File: src/rtl/fsw_pkg.sv
package fsw_pkg;
    // register map
    localparam logic [2:0] RA_ADDR_LO = 3'd0;
    localparam logic [2:0] RA_ADDR_HI = 3'd1;
    localparam logic [2:0] RA_DATA_LO = 3'd2;
    localparam logic [2:0] RA_DATA_HI = 3'd3;
    localparam logic [2:0] RA_CTRL    = 3'd4;
    localparam logic [2:0] RA_KEY     = 3'd5;

    localparam logic [7:0] KEY_FIRST  = 8'h55;
    localparam logic [7:0] KEY_SECOND = 8'hAA;

    // control register bit positions
    localparam int CB_GO    = 0;
    localparam int CB_EN    = 1;
    localparam int CB_ERASE = 2;
    localparam int CB_LATCH = 3;

    typedef enum logic [1:0] {U_IDLE, U_HALF, U_ARMED} unlock_t;
    typedef enum logic [2:0] {S_IDLE, S_LOAD, S_CHECK, S_RUN, S_FINISH} seq_t;
    typedef enum logic [1:0] {
        WP_ALL     = 2'b00,
        WP_HALF    = 2'b01,
        WP_QUARTER = 2'b10,
        WP_NONE    = 2'b11
    } wp_t;
endpackage

File: src/rtl/fsw_unlock.sv
module fsw_unlock
    import fsw_pkg::*;
(
    input  logic       clk,
    input  logic       rst_n,
    input  logic       wr_any,
    input  logic       wr_key,
    input  logic [7:0] key_data,
    output logic       armed
);
    unlock_t st_q, st_d;

    always_ff @(posedge clk or negedge rst_n) begin
        if (!rst_n) st_q <= U_IDLE;
        else        st_q <= st_d;
    end

    always_comb begin
        st_d = st_q;
        if (wr_any) begin
            if (wr_key && key_data == KEY_FIRST) begin
                st_d = U_HALF;
            end else begin
                unique case (st_q)
                    U_HALF:  st_d = (wr_key && key_data == KEY_SECOND) ? U_ARMED : U_IDLE;
                    default: st_d = U_IDLE;
                endcase
            end
        end
    end

    always_comb begin
        armed = (st_q == U_ARMED);
    end


    armed_src_chk: assert property (@(posedge clk) disable iff (!rst_n)
        $rose(armed) |-> $past(wr_key && key_data == KEY_SECOND));
endmodule

File: src/rtl/fsw_wprot.sv
module fsw_wprot
    import fsw_pkg::*;
#(
    parameter int ADDR_W = 12
) (
    input  logic [ADDR_W-1:0] addr,
    input  logic [1:0]        wp_cfg,
    output logic              blocked
);
    localparam int DEPTH   = 1 << ADDR_W;
    localparam int QUARTER = DEPTH / 4;
    localparam int HALF    = DEPTH / 2;

    logic [ADDR_W:0] addr_x;
    assign addr_x = {1'b0, addr};

    always_comb begin
        unique case (wp_t'(wp_cfg))
            WP_NONE:    blocked = 1'b0;
            WP_QUARTER: blocked = addr_x < (ADDR_W+1)'(QUARTER);
            WP_HALF:    blocked = addr_x < (ADDR_W+1)'(HALF);
            default:    blocked = 1'b1;
        endcase
    end
endmodule

File: src/rtl/fsw_row_buf.sv
module fsw_row_buf #(
    parameter int WORDS  = 32,
    parameter int WORD_W = 14
) (
    input  logic                      clk,
    input  logic                      rst_n,
    input  logic                      ld_en,
    input  logic [$clog2(WORDS)-1:0]  ld_idx,
    input  logic [WORD_W-1:0]         ld_word,
    input  logic                      clr,
    output logic [WORDS*WORD_W-1:0]   row_flat
);
    localparam int IDX_W = $clog2(WORDS);

    for (genvar g = 0; g < WORDS; g++) begin : g_slot
        logic [WORD_W-1:0] q;
        always_ff @(posedge clk or negedge rst_n) begin
            if (!rst_n)                                q <= '1;
            else if (clr)                              q <= '1;
            else if (ld_en && ld_idx == IDX_W'(g))     q <= ld_word;
        end
        assign row_flat[g*WORD_W +: WORD_W] = q;
    end
endmodule

File: src/rtl/fsw_seq.sv
module fsw_seq
    import fsw_pkg::*;
#(
    parameter int ADDR_W    = 12,
    parameter int WORD_W    = 14,
    parameter int ROW_BITS  = 5,
    parameter int OP_CYCLES = 8
) (
    input  logic                       clk,
    input  logic                       rst_n,
    input  logic                       start,
    input  logic                       start_erase,
    input  logic                       start_latch,
    input  logic [ADDR_W-1:0]          addr_in,
    input  logic [WORD_W-1:0]          data_in,
    input  logic                       blocked,
    output logic [ADDR_W-1:0]          op_addr,
    output logic                       stall,
    output logic                       force_nop,
    output logic                       err,
    output logic                       arr_erase,
    output logic                       arr_prog,
    output logic [ADDR_W-ROW_BITS-1:0] arr_row,
    output logic                       ld_en,
    output logic [ROW_BITS-1:0]        ld_idx,
    output logic [WORD_W-1:0]          ld_word,
    output logic                       buf_clr
);
    localparam int CNT_W = $clog2(OP_CYCLES + 1);

    seq_t              st_q, st_d;
    logic [ADDR_W-1:0] op_addr_q;
    logic [WORD_W-1:0] op_data_q;
    logic              op_erase_q, op_latch_q;
    logic [CNT_W-1:0]  cnt_q;
    logic [1:0]        nop_q;
    logic              err_q;
    logic              start_ok;

    assign start_ok = start && (st_q == S_IDLE);

    // state register
    always_ff @(posedge clk or negedge rst_n) begin
        if (!rst_n) st_q <= S_IDLE;
        else        st_q <= st_d;
    end

    // transitions
    always_comb begin
        st_d = st_q;
        unique case (st_q)
            S_IDLE:   if (start_ok) st_d = start_erase ? S_CHECK : S_LOAD;
            S_LOAD:   st_d = op_latch_q ? S_FINISH : S_CHECK;
            S_CHECK:  st_d = blocked ? S_FINISH : S_RUN;
            S_RUN:    if (cnt_q == '0) st_d = S_FINISH;
            S_FINISH: st_d = S_IDLE;
            default:  st_d = S_IDLE;
        endcase
    end

    // operation context, timers and error flag
    always_ff @(posedge clk or negedge rst_n) begin
        if (!rst_n) begin
            op_addr_q  <= '0;
            op_data_q  <= '0;
            op_erase_q <= 1'b0;
            op_latch_q <= 1'b0;
            cnt_q      <= '0;
            nop_q      <= '0;
            err_q      <= 1'b0;
        end else begin
            if (start_ok) begin
                op_addr_q  <= addr_in;
                op_data_q  <= data_in;
                op_erase_q <= start_erase;
                op_latch_q <= start_latch;
                err_q      <= 1'b0;
                nop_q      <= 2'd2;
            end else if (nop_q != '0) begin
                nop_q <= nop_q - 2'd1;
            end
            if (st_q == S_CHECK) begin
                if (blocked) err_q <= 1'b1;
                else         cnt_q <= CNT_W'(OP_CYCLES - 1);
            end else if (st_q == S_RUN && cnt_q != '0) begin
                cnt_q <= cnt_q - 1'b1;
            end
        end
    end

    // outputs
    always_comb begin
        stall     = (st_q != S_IDLE);
        force_nop = (nop_q != '0);
        err       = err_q;
        ld_en     = (st_q == S_LOAD);
        ld_idx    = op_addr_q[ROW_BITS-1:0];
        ld_word   = op_data_q;
        arr_row   = op_addr_q[ADDR_W-1:ROW_BITS];
        arr_erase = (st_q == S_CHECK) && !blocked && op_erase_q;
        arr_prog  = (st_q == S_CHECK) && !blocked && !op_erase_q;
        buf_clr   = arr_prog;
        op_addr   = op_addr_q;
    end


    strobe_excl_chk: assert property (@(posedge clk) disable iff (!rst_n)
        $onehot0({arr_erase, arr_prog}));

    strobe_stall_chk: assert property (@(posedge clk) disable iff (!rst_n)
        (arr_erase || arr_prog) |=> stall);

    nop_two_chk: assert property (@(posedge clk) disable iff (!rst_n)
        $rose(force_nop) |=> force_nop);

    start_stall_chk: assert property (@(posedge clk) disable iff (!rst_n)
        start_ok |=> stall);
endmodule

File: src/rtl/fsw_row_ctrl.sv
module fsw_row_ctrl
    import fsw_pkg::*;
#(
    parameter int ADDR_W    = 12,
    parameter int WORD_W    = 14,
    parameter int ROW_BITS  = 5,
    parameter int OP_CYCLES = 8
) (
    input  logic                              clk,
    input  logic                              rst_n,
    input  logic                              reg_we,
    input  logic [2:0]                        reg_addr,
    input  logic [7:0]                        reg_wdata,
    output logic [7:0]                        reg_rdata,
    input  logic [1:0]                        wp_cfg,
    output logic                              cpu_stall,
    output logic                              force_nop,
    output logic [ADDR_W-ROW_BITS-1:0]        arr_row,
    output logic [(1<<ROW_BITS)*WORD_W-1:0]   arr_wdata,
    output logic                              arr_erase,
    output logic                              arr_prog
);
    localparam int ROW_WORDS = 1 << ROW_BITS;

    logic [ADDR_W-1:0]   addr_q, op_addr;
    logic [WORD_W-1:0]   data_q, ld_word;
    logic                en_q, erase_q, latch_q;
    logic                busy, accept, start, armed, blocked, err;
    logic                ld_en, buf_clr;
    logic [ROW_BITS-1:0] ld_idx;

    assign accept = reg_we && !busy;
    assign start  = accept && (reg_addr == RA_CTRL) && reg_wdata[CB_GO]
                    && reg_wdata[CB_EN] && armed;

    always_ff @(posedge clk or negedge rst_n) begin
        if (!rst_n) begin
            addr_q  <= '0;
            data_q  <= '0;
            en_q    <= 1'b0;
            erase_q <= 1'b0;
            latch_q <= 1'b0;
        end else if (accept) begin
            unique case (reg_addr)
                RA_ADDR_LO: addr_q[7:0]        <= reg_wdata;
                RA_ADDR_HI: addr_q[ADDR_W-1:8] <= reg_wdata[ADDR_W-9:0];
                RA_DATA_LO: data_q[7:0]        <= reg_wdata;
                RA_DATA_HI: data_q[WORD_W-1:8] <= reg_wdata[WORD_W-9:0];
                RA_CTRL: begin
                    en_q    <= reg_wdata[CB_EN];
                    erase_q <= reg_wdata[CB_ERASE];
                    latch_q <= reg_wdata[CB_LATCH];
                end
                default: ;
            endcase
        end
    end

    always_comb begin
        unique case (reg_addr)
            RA_ADDR_LO: reg_rdata = addr_q[7:0];
            RA_ADDR_HI: reg_rdata = 8'(addr_q[ADDR_W-1:8]);
            RA_DATA_LO: reg_rdata = data_q[7:0];
            RA_DATA_HI: reg_rdata = 8'(data_q[WORD_W-1:8]);
            RA_CTRL:    reg_rdata = {3'b000, err, latch_q, erase_q, en_q, busy};
            default:    reg_rdata = 8'h00;
        endcase
    end

    fsw_unlock u_unlock (
        .clk      (clk),
        .rst_n    (rst_n),
        .wr_any   (accept),
        .wr_key   (accept && reg_addr == RA_KEY),
        .key_data (reg_wdata),
        .armed    (armed)
    );

    fsw_seq #(
        .ADDR_W    (ADDR_W),
        .WORD_W    (WORD_W),
        .ROW_BITS  (ROW_BITS),
        .OP_CYCLES (OP_CYCLES)
    ) u_seq (
        .clk         (clk),
        .rst_n       (rst_n),
        .start       (start),
        .start_erase (reg_wdata[CB_ERASE]),
        .start_latch (reg_wdata[CB_LATCH]),
        .addr_in     (addr_q),
        .data_in     (data_q),
        .blocked     (blocked),
        .op_addr     (op_addr),
        .stall       (busy),
        .force_nop   (force_nop),
        .err         (err),
        .arr_erase   (arr_erase),
        .arr_prog    (arr_prog),
        .arr_row     (arr_row),
        .ld_en       (ld_en),
        .ld_idx      (ld_idx),
        .ld_word     (ld_word),
        .buf_clr     (buf_clr)
    );

    fsw_wprot #(.ADDR_W(ADDR_W)) u_wprot (
        .addr    (op_addr),
        .wp_cfg  (wp_cfg),
        .blocked (blocked)
    );

    fsw_row_buf #(.WORDS(ROW_WORDS), .WORD_W(WORD_W)) u_buf (
        .clk      (clk),
        .rst_n    (rst_n),
        .ld_en    (ld_en),
        .ld_idx   (ld_idx),
        .ld_word  (ld_word),
        .clr      (buf_clr),
        .row_flat (arr_wdata)
    );

    assign cpu_stall = busy;


    frozen_regs_chk: assert property (@(posedge clk) disable iff (!rst_n)
        busy |=> ($stable(addr_q) && $stable(data_q)));
endmodule

File: config.mk
export PLATFORM = sky130hd
export DESIGN_NAME = fsw_row_ctrl
export DESIGN_NICKNAME = d
export VERILOG_FILES = /design/src/rtl/fsw_pkg.sv /design/src/rtl/fsw_unlock.sv /design/src/rtl/fsw_wprot.sv /design/src/rtl/fsw_row_buf.sv /design/src/rtl/fsw_seq.sv /design/src/rtl/fsw_row_ctrl.sv
export SDC_FILE = /design/constraint.sdc
export NUM_CORES = 1
export LEC_CHECK = 0
export CORE_AREA = 2 2 268 270
export CTS_CLUSTER_SIZE = 16
export DETAILED_ROUTE_END_ITERATION = 16
export DIE_AREA = 0 0 270 272
export GPL_TIMING_DRIVEN = 0
export HOLD_SLACK_MARGIN = 0.15
export PLACE_DENSITY = 0.53
export SLEW_MARGIN = 5
export SYNTH_ARGS = -nofsm -noshare
export SYNTH_HDL_FRONTEND = slang
export SYNTH_HIERARCHICAL = 1
export SYNTH_SLANG_ARGS = --single-unit
File: constraint.sdc
create_clock -name clk -period 3.7 [get_ports clk]
set_input_delay 0.74 -clock clk [delete_from_list [all_inputs] [get_ports clk]]
set_output_delay 0.74 -clock clk [all_outputs]
set_load 0.05 [all_outputs]
==> results of run 1 <==
==> layer usage <==
metal	routed length, um	global-route usage	vias to the layer above
met3	5990	0.0537	155
li1	-	-	6878
met1	37000	0.305	8850
met5	0	0	-
met2	42000	0.377	742
met4	3620	0.0909	0
==> where the power goes <==
group / switching [W] / leakage, nW / internal (W)
Sequential: 0.0000935 / 5.51 / 0.00583
Clock: 0.00243 / 0.975 / 0.00347
Combinational: 0.000448 / 4.84 / 0.000255
Total: 0.00297 / 11.3 / 0.00955
==> stage by stage <==
step,utilization,total power (W)
final,0.410,0.0125
after global routing,0.410,0.0130
after CTS,0.410,0.0127
after detailed placement,0.383,0.00672
after global placement,0.381,0.00668
after floorplan,-,0.00637
==> flip-flops by register name, summed over array words and instances, names as in the netlist, 2 cells and up <==
| signal | flops |
|---|---|
| addr_q | 12 |
| u_seq/st_q | 3 |
| u_seq/ld_word | 14 |
| u_seq/nop_q | 2 |
| u_seq/cnt_q | 4 |
| u_unlock/st_q | 2 |
| data_q | 14 |
| u_buf/g_slot.q | 448 |
| u_seq/op_addr | 12 |
==> area by class of cell <==
| type | count | area (um2) |
|---|---|---|
| plain buffers | 215 | 958 |
| flip-flops and latches | 517 | 13500 |
| well taps | 950 | 1190 |
| multi-input cells | 703 | 6470 |
| inverters | 10 | 37.5 |
| clock inverters | 24 | 235 |
| fillers | 6615 | 41700 |
| repair buffers | 485 | 4930 |
| clock buffers | 82 | 1700 |
| diodes | 2 | 5.00 |
==> worst register-to-register path: cells and delay by family (launching register included) <==
family          cells  cell delay (ns)
buf+inv             4             1.37
simple gates        2             1.18
flops               1             0.40
compound gates      1             0.23
==> final timing paths <==
kind | from | to | slack [ns] | cells past startpoint
min reg2reg | u_seq/nop_q[1] | u_seq/nop_q[1] | 0.51 | 1
max reg2reg | u_seq/st_q[1] | u_buf/g_slot[18].q[7] | 0.43 | 7
max | reg_addr[2] | reg_rdata[4] | 0.09 | 5
min in group clk | u_seq/nop_q[1] | u_seq/nop_q[1] | 0.51 | 1
min | rst_n | u_buf/g_slot[2].q[10] | 0.50 | 1
max in group asynchronous | rst_n | u_seq/nop_q[1] | 2.00 | 3
==> timing repair <==
item                       in CTS  in global routing
setup endpoints to repair     253                  3
hold endpoints to repair        0                  0
gates resized for setup         8                  3
==> results.cfg, run 1 <==
[route]
wirelength_um = 88600
drt_iter0_markers = 1588
drt_pass1_iterations = 6
vias = 16600
antenna_left = 0
drc = 0
avgViaCountPerCell = 5.56
wl_per_cell_um = 29.7

[global_routing]
grt_pass1_vias = 16600
grt_pass1_wl_um = 126000
grt_max_degree = 120
grt_overflow = 0
antenna_found_initial = 0
track_usage = 0.234

[clock_network]
clkTransAtPathRegs_ns = 0.06
cts_buffer_depth = 3
htree_levels = 2
cts_buffers = 58
clk_root_buffer_cell = clkbuf_16
postCtsSetupBuffers = 0
hold_buffers = 0
cts_sinks = 517
cts_tree = built
clk_latency_ns = 0.62

[min_path]
min_path_type = input port to asynchronous set/reset pin

[placed_design]
pre_cts_ws_ns = -0.972
place_inst = 2881
hpwl_um = 64400
port_buffers = 481
placed_cell_area_um2 = 27100
gp_congestion = 0.820

[sta]
min_period_ns = 3.61
hold_slack_ns = 0.497
max_slew_margin = 0.336
tns_ns = 0
layout_setup_ws_ns = 0.0883
tightestPinTransition_ns = 0.993
fmax_mhz = 277
hold_viol = 0
setup_viol = 0
fin_worst_skew_ns = 0.0287
fin_crit_sh = 0.976
rsz0062_at_grt = false
final-max-slew-violation-count = 0

[final_layout]
drive_above_1_share = 0.344
fin_cells = 2988
area_delta_synth_final_pct = 38.4
mostFrequentLayoutCells = clkdlybuf4s50_1, a221o_1, dfstp_2
final_area_um2 = 29000
fin_nets = 2008
layout_commonest_cell = clkdlybuf4s50_1

[pwr]
irDropWorstVdd_mv = 0.390
power-per-cell-area_nw_per_um2 = 431
p_leak_nw = 11.3

[synth]
syn_nets = 1464
yosys_warnings = 6
avgSynthCellArea_um2 = 14.5
synth_cells = 1446
mappedNetlistArea_um2 = 21000

[floorplanning]
die_h_um = 272
die-area_um2 = 73400
ioPinCount = 483
die_w_um = 270
core_area_um2 = 70800
start_util = 0.296
num_rows = 98

[worst_setup_path]
cp.arrival_ns = 2.87
crit_required_ns = 2.96
slowest_delay_ns = 0.72
cp-end-kind = primary output
cpMaxStageDelayCell = clkdlybuf4s50_1
path_buf_inv = 2
crit_chain = clkdlybuf4s50_1 -> nor3b_1 -> nand2_1 -> o211ai_1 -> dlygate4sd2_1
crit_family = buffers and inverters
crit_fanout = 8
start_kind = input port
worstSetupPathType = input port to primary output

[outcome]
status = finished, final reports clean

[job]
drv_cap = 0
Note: power is estimated with default switching activity, not from simulation.
==> inputs of run 2 (changes only) <==
SLEW_MARGIN = 15   (was 5)
==> run 2 against run 1 <==
  * Critical path type unchanged
  * Critical path depth grew 1
  * Global-route usage about the same
  * Largest cell class unchanged
  * First-iteration DRC count is 12% lower
==> results.cfg, run 2 (synthesis gave the netlist of run 1 again) <==
[sta]
min_period_ns = 3.59
hold_viol = 0
final-max-slew-violation-count = 0
fin_worst_skew_ns = 0.0352
tns_ns = 0
fin_crit_sh = 0.971
tightestPinTransition_ns = 0.981
setup_viol = 0
rsz0062_at_grt = false
fmax_mhz = 278
max_slew_margin = 0.344

[worst_setup_path]
slowest_delay_ns = 0.60
cp.arrival_ns = 2.85
worstSetupPathType = input port to primary output
path_buf_inv = 3
cp-end-kind = primary output
cpMaxStageDelayCell = clkdlybuf4s50_1
start_kind = input port
crit_family = buffers and inverters
crit_chain = clkdlybuf4s50_1 -> or2_2 -> clkbuf_1 -> a2bb2oi_1 -> o21ai_0 -> dlygate4sd2_1
crit_required_ns = 2.96
crit_fanout = 8

[pwr]
p_sw_frac = 0.232
irDropWorstVdd_mv = 0.369
power-per-cell-area_nw_per_um2 = 445
p_leak_nw = 11.4
seq_power_share = 0.455
p_int_w = 0.0100
pwr-share-comb = 0.054
clock_power_share = 0.491
p_sw_w = 0.00302

[min_path]
min_path_type = input port to asynchronous set/reset pin

[global_routing]
antenna_found_initial = 0
use_met3 = 0.0484
grt_pass1_vias = 16700
use_met1 = 0.306
grt_pass1_wl_um = 126000
grt_util_met2 = 0.383
track_usage = 0.234
top_usage_layer = met2
grt_overflow = 0
grt_max_degree = 110

[final_layout]
final_area_um2 = 29200
n_fill_cell = 6625
layout_commonest_cell = clkdlybuf4s50_1
drive_above_1_share = 0.345
mostFrequentLayoutCells = clkdlybuf4s50_1, a221o_1, dfstp_2
area_delta_synth_final_pct = 39.5
largest_reg_flops = 448
fin_nets = 2008
fin_cells = 2989
regMostFlops = u_buf/g_slot.q
final_util = 0.413

[placed_design]
place_inst = 2882
placed_cell_area_um2 = 27100
gp_congestion = 0.820
hpwl_um = 64900
port_buffers = 481

[floorplanning]
core_area_um2 = 70800
die-area_um2 = 73400
die_w_um = 270
start_util = 0.296
num_rows = 98
die_h_um = 272
ioPinCount = 483

[clock_network]
clkTransAtPathRegs_ns = 0.06
postCtsSetupBuffers = 0
htree_levels = 2
clk_latency_ns = 0.64
clk_root_buffer_cell = clkbuf_16
cts-resized-gates = 6
cts_tree = built
hold_buffers = 0
cts_buffer_depth = 3
cts_sinks = 517
cts_buffers = 57

[route]
wirelength_um = 88900
drt_pass1_iterations = 8
avgViaCountPerCell = 5.58
wl_per_cell_um = 29.8
antenna_left = 0
vias = 16700
drc = 0
drt_iter0_markers = 1399

[job]
drv_cap = 0

[outcome]
status = finished, final reports clean
[run 2: cell count changes in the layout (fill, tap and decap cells not counted), sizes merged]
cell,delta
clkinv,-1
bufinv,+8
diode,-1
buf,+1
clkinvlp,+5
clkbuf,-11
[run 2: power by group through the flow]
| stage | Combinational [W] | Clock (W) | Sequential (W) |
|---|---|---|---|
| after global placement | 0.000691 | 0 | 0.00598 |
| after CTS | 0.000718 | 0.00653 | 0.00592 |
| after floorplan | 0.000272 | 0 | 0.00610 |
| after detailed placement | 0.000722 | 0 | 0.00600 |
| final | 0.000704 | 0.00639 | 0.00592 |
| after global routing | 0.000764 | 0.00677 | 0.00593 |
[run 2: path summary, 6_finish.rpt]
kind / from / depth (start not counted) / slack [ns] / endpoint
setup / recovery: reg_addr[2] / 6 / 0.11 / reg_rdata[0]
hold / removal: rst_n / 1 / 0.27 / u_buf/g_slot[16].q[8]
setup reg to reg: u_seq/op_addr[11] / 9 / 0.30 / u_buf/g_slot[16].q[10]
hold reg to reg: u_seq/nop_q[1] / 1 / 0.51 / u_seq/nop_q[1]
max in group asynchronous: rst_n / 4 / 2.01 / u_buf/g_slot[27].q[13]
min in group clk: u_seq/nop_q[1] / 1 / 0.51 / u_seq/nop_q[1]
[run 2: per-layer routing]
layer	up-vias	wire (um)
li1	6884	-
met1	8869	37300
met2	764	42300
met3	151	5900
met4	0	3470
met5	-	0
[run 2: stage by stage]
stage                     total power, W  hold slack (ns)  setup WS (ns)
after detailed placement         0.00672            0.499          -1.07
final                             0.0130            0.273          0.107
after CTS                         0.0132            0.270         0.0188
after global routing              0.0135            0.298         0.0144
after global placement           0.00668            0.481         -19.99
after floorplan                  0.00637            0.444          0.346
[run 2: area by class of cell]
cell class	instances	area [um2]	share of cell area
clock inverter	36	532	0.0182
inverter	10	37.5	0.00128
clock buffer	71	1600	0.0547
sequential	517	13500	0.462
timing repair buffer	486	4960	0.169
multi-input combinational	703	6470	0.221
antenna	1	2.50	0.0000856
tap	950	1190	0.0406
buffer	215	956	0.0327
==> inputs of run 3 (changes only) <==
REMOVE_ABC_BUFFERS = 1   (was default)
==> run 3 against run 2 <==
  * Largest power group unchanged
  * Sequential power is essentially flat
  * Total power shrank 1.4%
  * Clock skew shrank 0.018 ns
  * Largest cell class unchanged
  * Critical endpoint is now u_buf/g_slot[20].q[13]
==> results.cfg, run 3 (synthesis gave the netlist of run 1 again) <==
[sta]
fin_worst_skew_ns = 0.0170
fin_crit_sh = 0.976
hold_viol = 0
tightestPinTransition_ns = 0.921
hold_slack_ns = 0.211
min_period_ns = 3.61
max_slew_margin = 0.385
final-max-slew-violation-count = 0
setup_viol = 0
rsz0062_at_grt = false
fmax_mhz = 277

[clock_network]
htree_levels = 2
hold_buffers = 0
clk_root_buffer_cell = clkbuf_16
clk_latency_ns = 0.61
cts_sinks = 517
clkTransAtPathRegs_ns = 0.06
cts_buffer_depth = 3
cts_tree = built
cts_buffers = 57

[route]
wl_per_cell_um = 28.5
drc = 0
wirelength_um = 80300
drt_pass1_iterations = 5
vias = 15800
avgViaCountPerCell = 5.62
antenna_left = 0
drt_iter0_markers = 1442

[worst_setup_path]
crit_fanout = 37
cp-end-kind = flop
cp.arrival_ns = 4.13
crit_required_ns = 4.22
start_kind = flop
worstSetupPathType = flop to flop

[final_layout]
layout_commonest_cell = clkdlybuf4s50_1
area_delta_synth_final_pct = 38.4
fin_nets = 1837
final_util = 0.410
largest_reg_flops = 448
final_area_um2 = 29000
fin_cells = 2816
regMostFlops = u_buf/g_slot.q
drive_above_1_share = 0.365
mostFrequentLayoutCells = clkdlybuf4s50_1, a221o_1, dfstp_2

[floorplanning]
die_w_um = 270
start_util = 0.296
ioPinCount = 483
die-area_um2 = 73400
num_rows = 98
core_area_um2 = 70800
die_h_um = 272

[global_routing]
use_met3 = 0.0381
grt_pass1_wl_um = 116000
grt_max_degree = 113
antenna_found_initial = 5
track_usage = 0.210
use_met1 = 0.281
grt_overflow = 0
grt_pass1_vias = 15900
grt_util_met2 = 0.341
top_usage_layer = met2

[min_path]
min_path_type = input port to asynchronous set/reset pin

[pwr]
irDropWorstVdd_mv = 0.351
power-per-cell-area_nw_per_um2 = 442
p_leak_nw = 11.1
seq_power_share = 0.461
p_sw_w = 0.00294
finalPower_w = 0.0128
p_int_w = 0.00990
p_sw_frac = 0.229
clock_power_share = 0.485
pwr-share-comb = 0.054

[placed_design]
placed_cell_area_um2 = 26900
hpwl_um = 53100
place_inst = 2705
port_buffers = 482
gp_congestion = 0.769

[job]
drv_cap = 0

[outcome]
status = finished, final reports clean
run 3: worst paths after layout:
check	from	to	slack (ns)	cells after the start
max reg2reg	u_seq/st_q[0]	u_buf/g_slot[20].q[13]	0.09	5
max	u_seq/st_q[0]	u_buf/g_slot[20].q[13]	0.09	5
min in group clk	u_seq/nop_q[1]	u_seq/nop_q[1]	0.50	1
min reg2reg	u_seq/nop_q[1]	u_seq/nop_q[1]	0.50	1
min	rst_n	u_seq/ld_word[6]	0.21	1
max in group asynchronous	rst_n	u_buf/g_slot[30].q[13]	1.94	3
run 3: what timing repair did:
| item | in CTS | in global routing |
|---|---|---|
| endpoints found under the hold margin | 0 | 0 |
| setup buffers | 2 | 2 |
| setup endpoints to repair | 193 | 5 |
| resized for setup | 14 | 2 |
| gates cloned | 1 | 0 |
| pin swaps | 1 | 1 |
run 3: layer usage:
metal	routed length, um	share of wire
met1	33900	0.42
met2	38600	0.48
met3	4890	0.061
met4	2930	0.037
met5	0	0
run 3: stage by stage:
| step | setup WS [ns] | setup TNS [ns] |
|---|---|---|
| after CTS | 0.0243 | 0 |
| after floorplan | -13.49 | -6057.02 |
| after detailed placement | -0.837 | -67.44 |
| after global placement | -24.54 | - |
| after global routing | 0.00568 | 0 |
| final | 0.0879 | 0 |
run 3: final cells by class:
type | instances | area (um2)
sequential | 517 | 13500
timing repair buffer | 529 | 5660
antenna | 1 | 2.50
clock inverter | 30 | 414
tap | 950 | 1190
fill | 6474 | 41700
clock buffer | 75 | 1650
multi-input combinational | 704 | 6570
inverter | 10 | 37.5
run 3: worst max-delay path, cell delays in order (launching register included):
cell,delay (ns)
dfrtp_1,0.66
nor3b_2,0.60
and4bb_4,0.85
buf_12,0.28
nand2_1,0.52
a221o_1,0.54
run 3: power by group through the flow:
stage,registers (W),logic [W],clock network (W)
after global routing,0.00593,0.000748,0.00664
after CTS,0.00592,0.000705,0.00638
after floorplan,0.00610,0.000265,0
after global placement,0.00598,0.000690,0
final,0.00592,0.000693,0.00623
after detailed placement,0.00600,0.000709,0
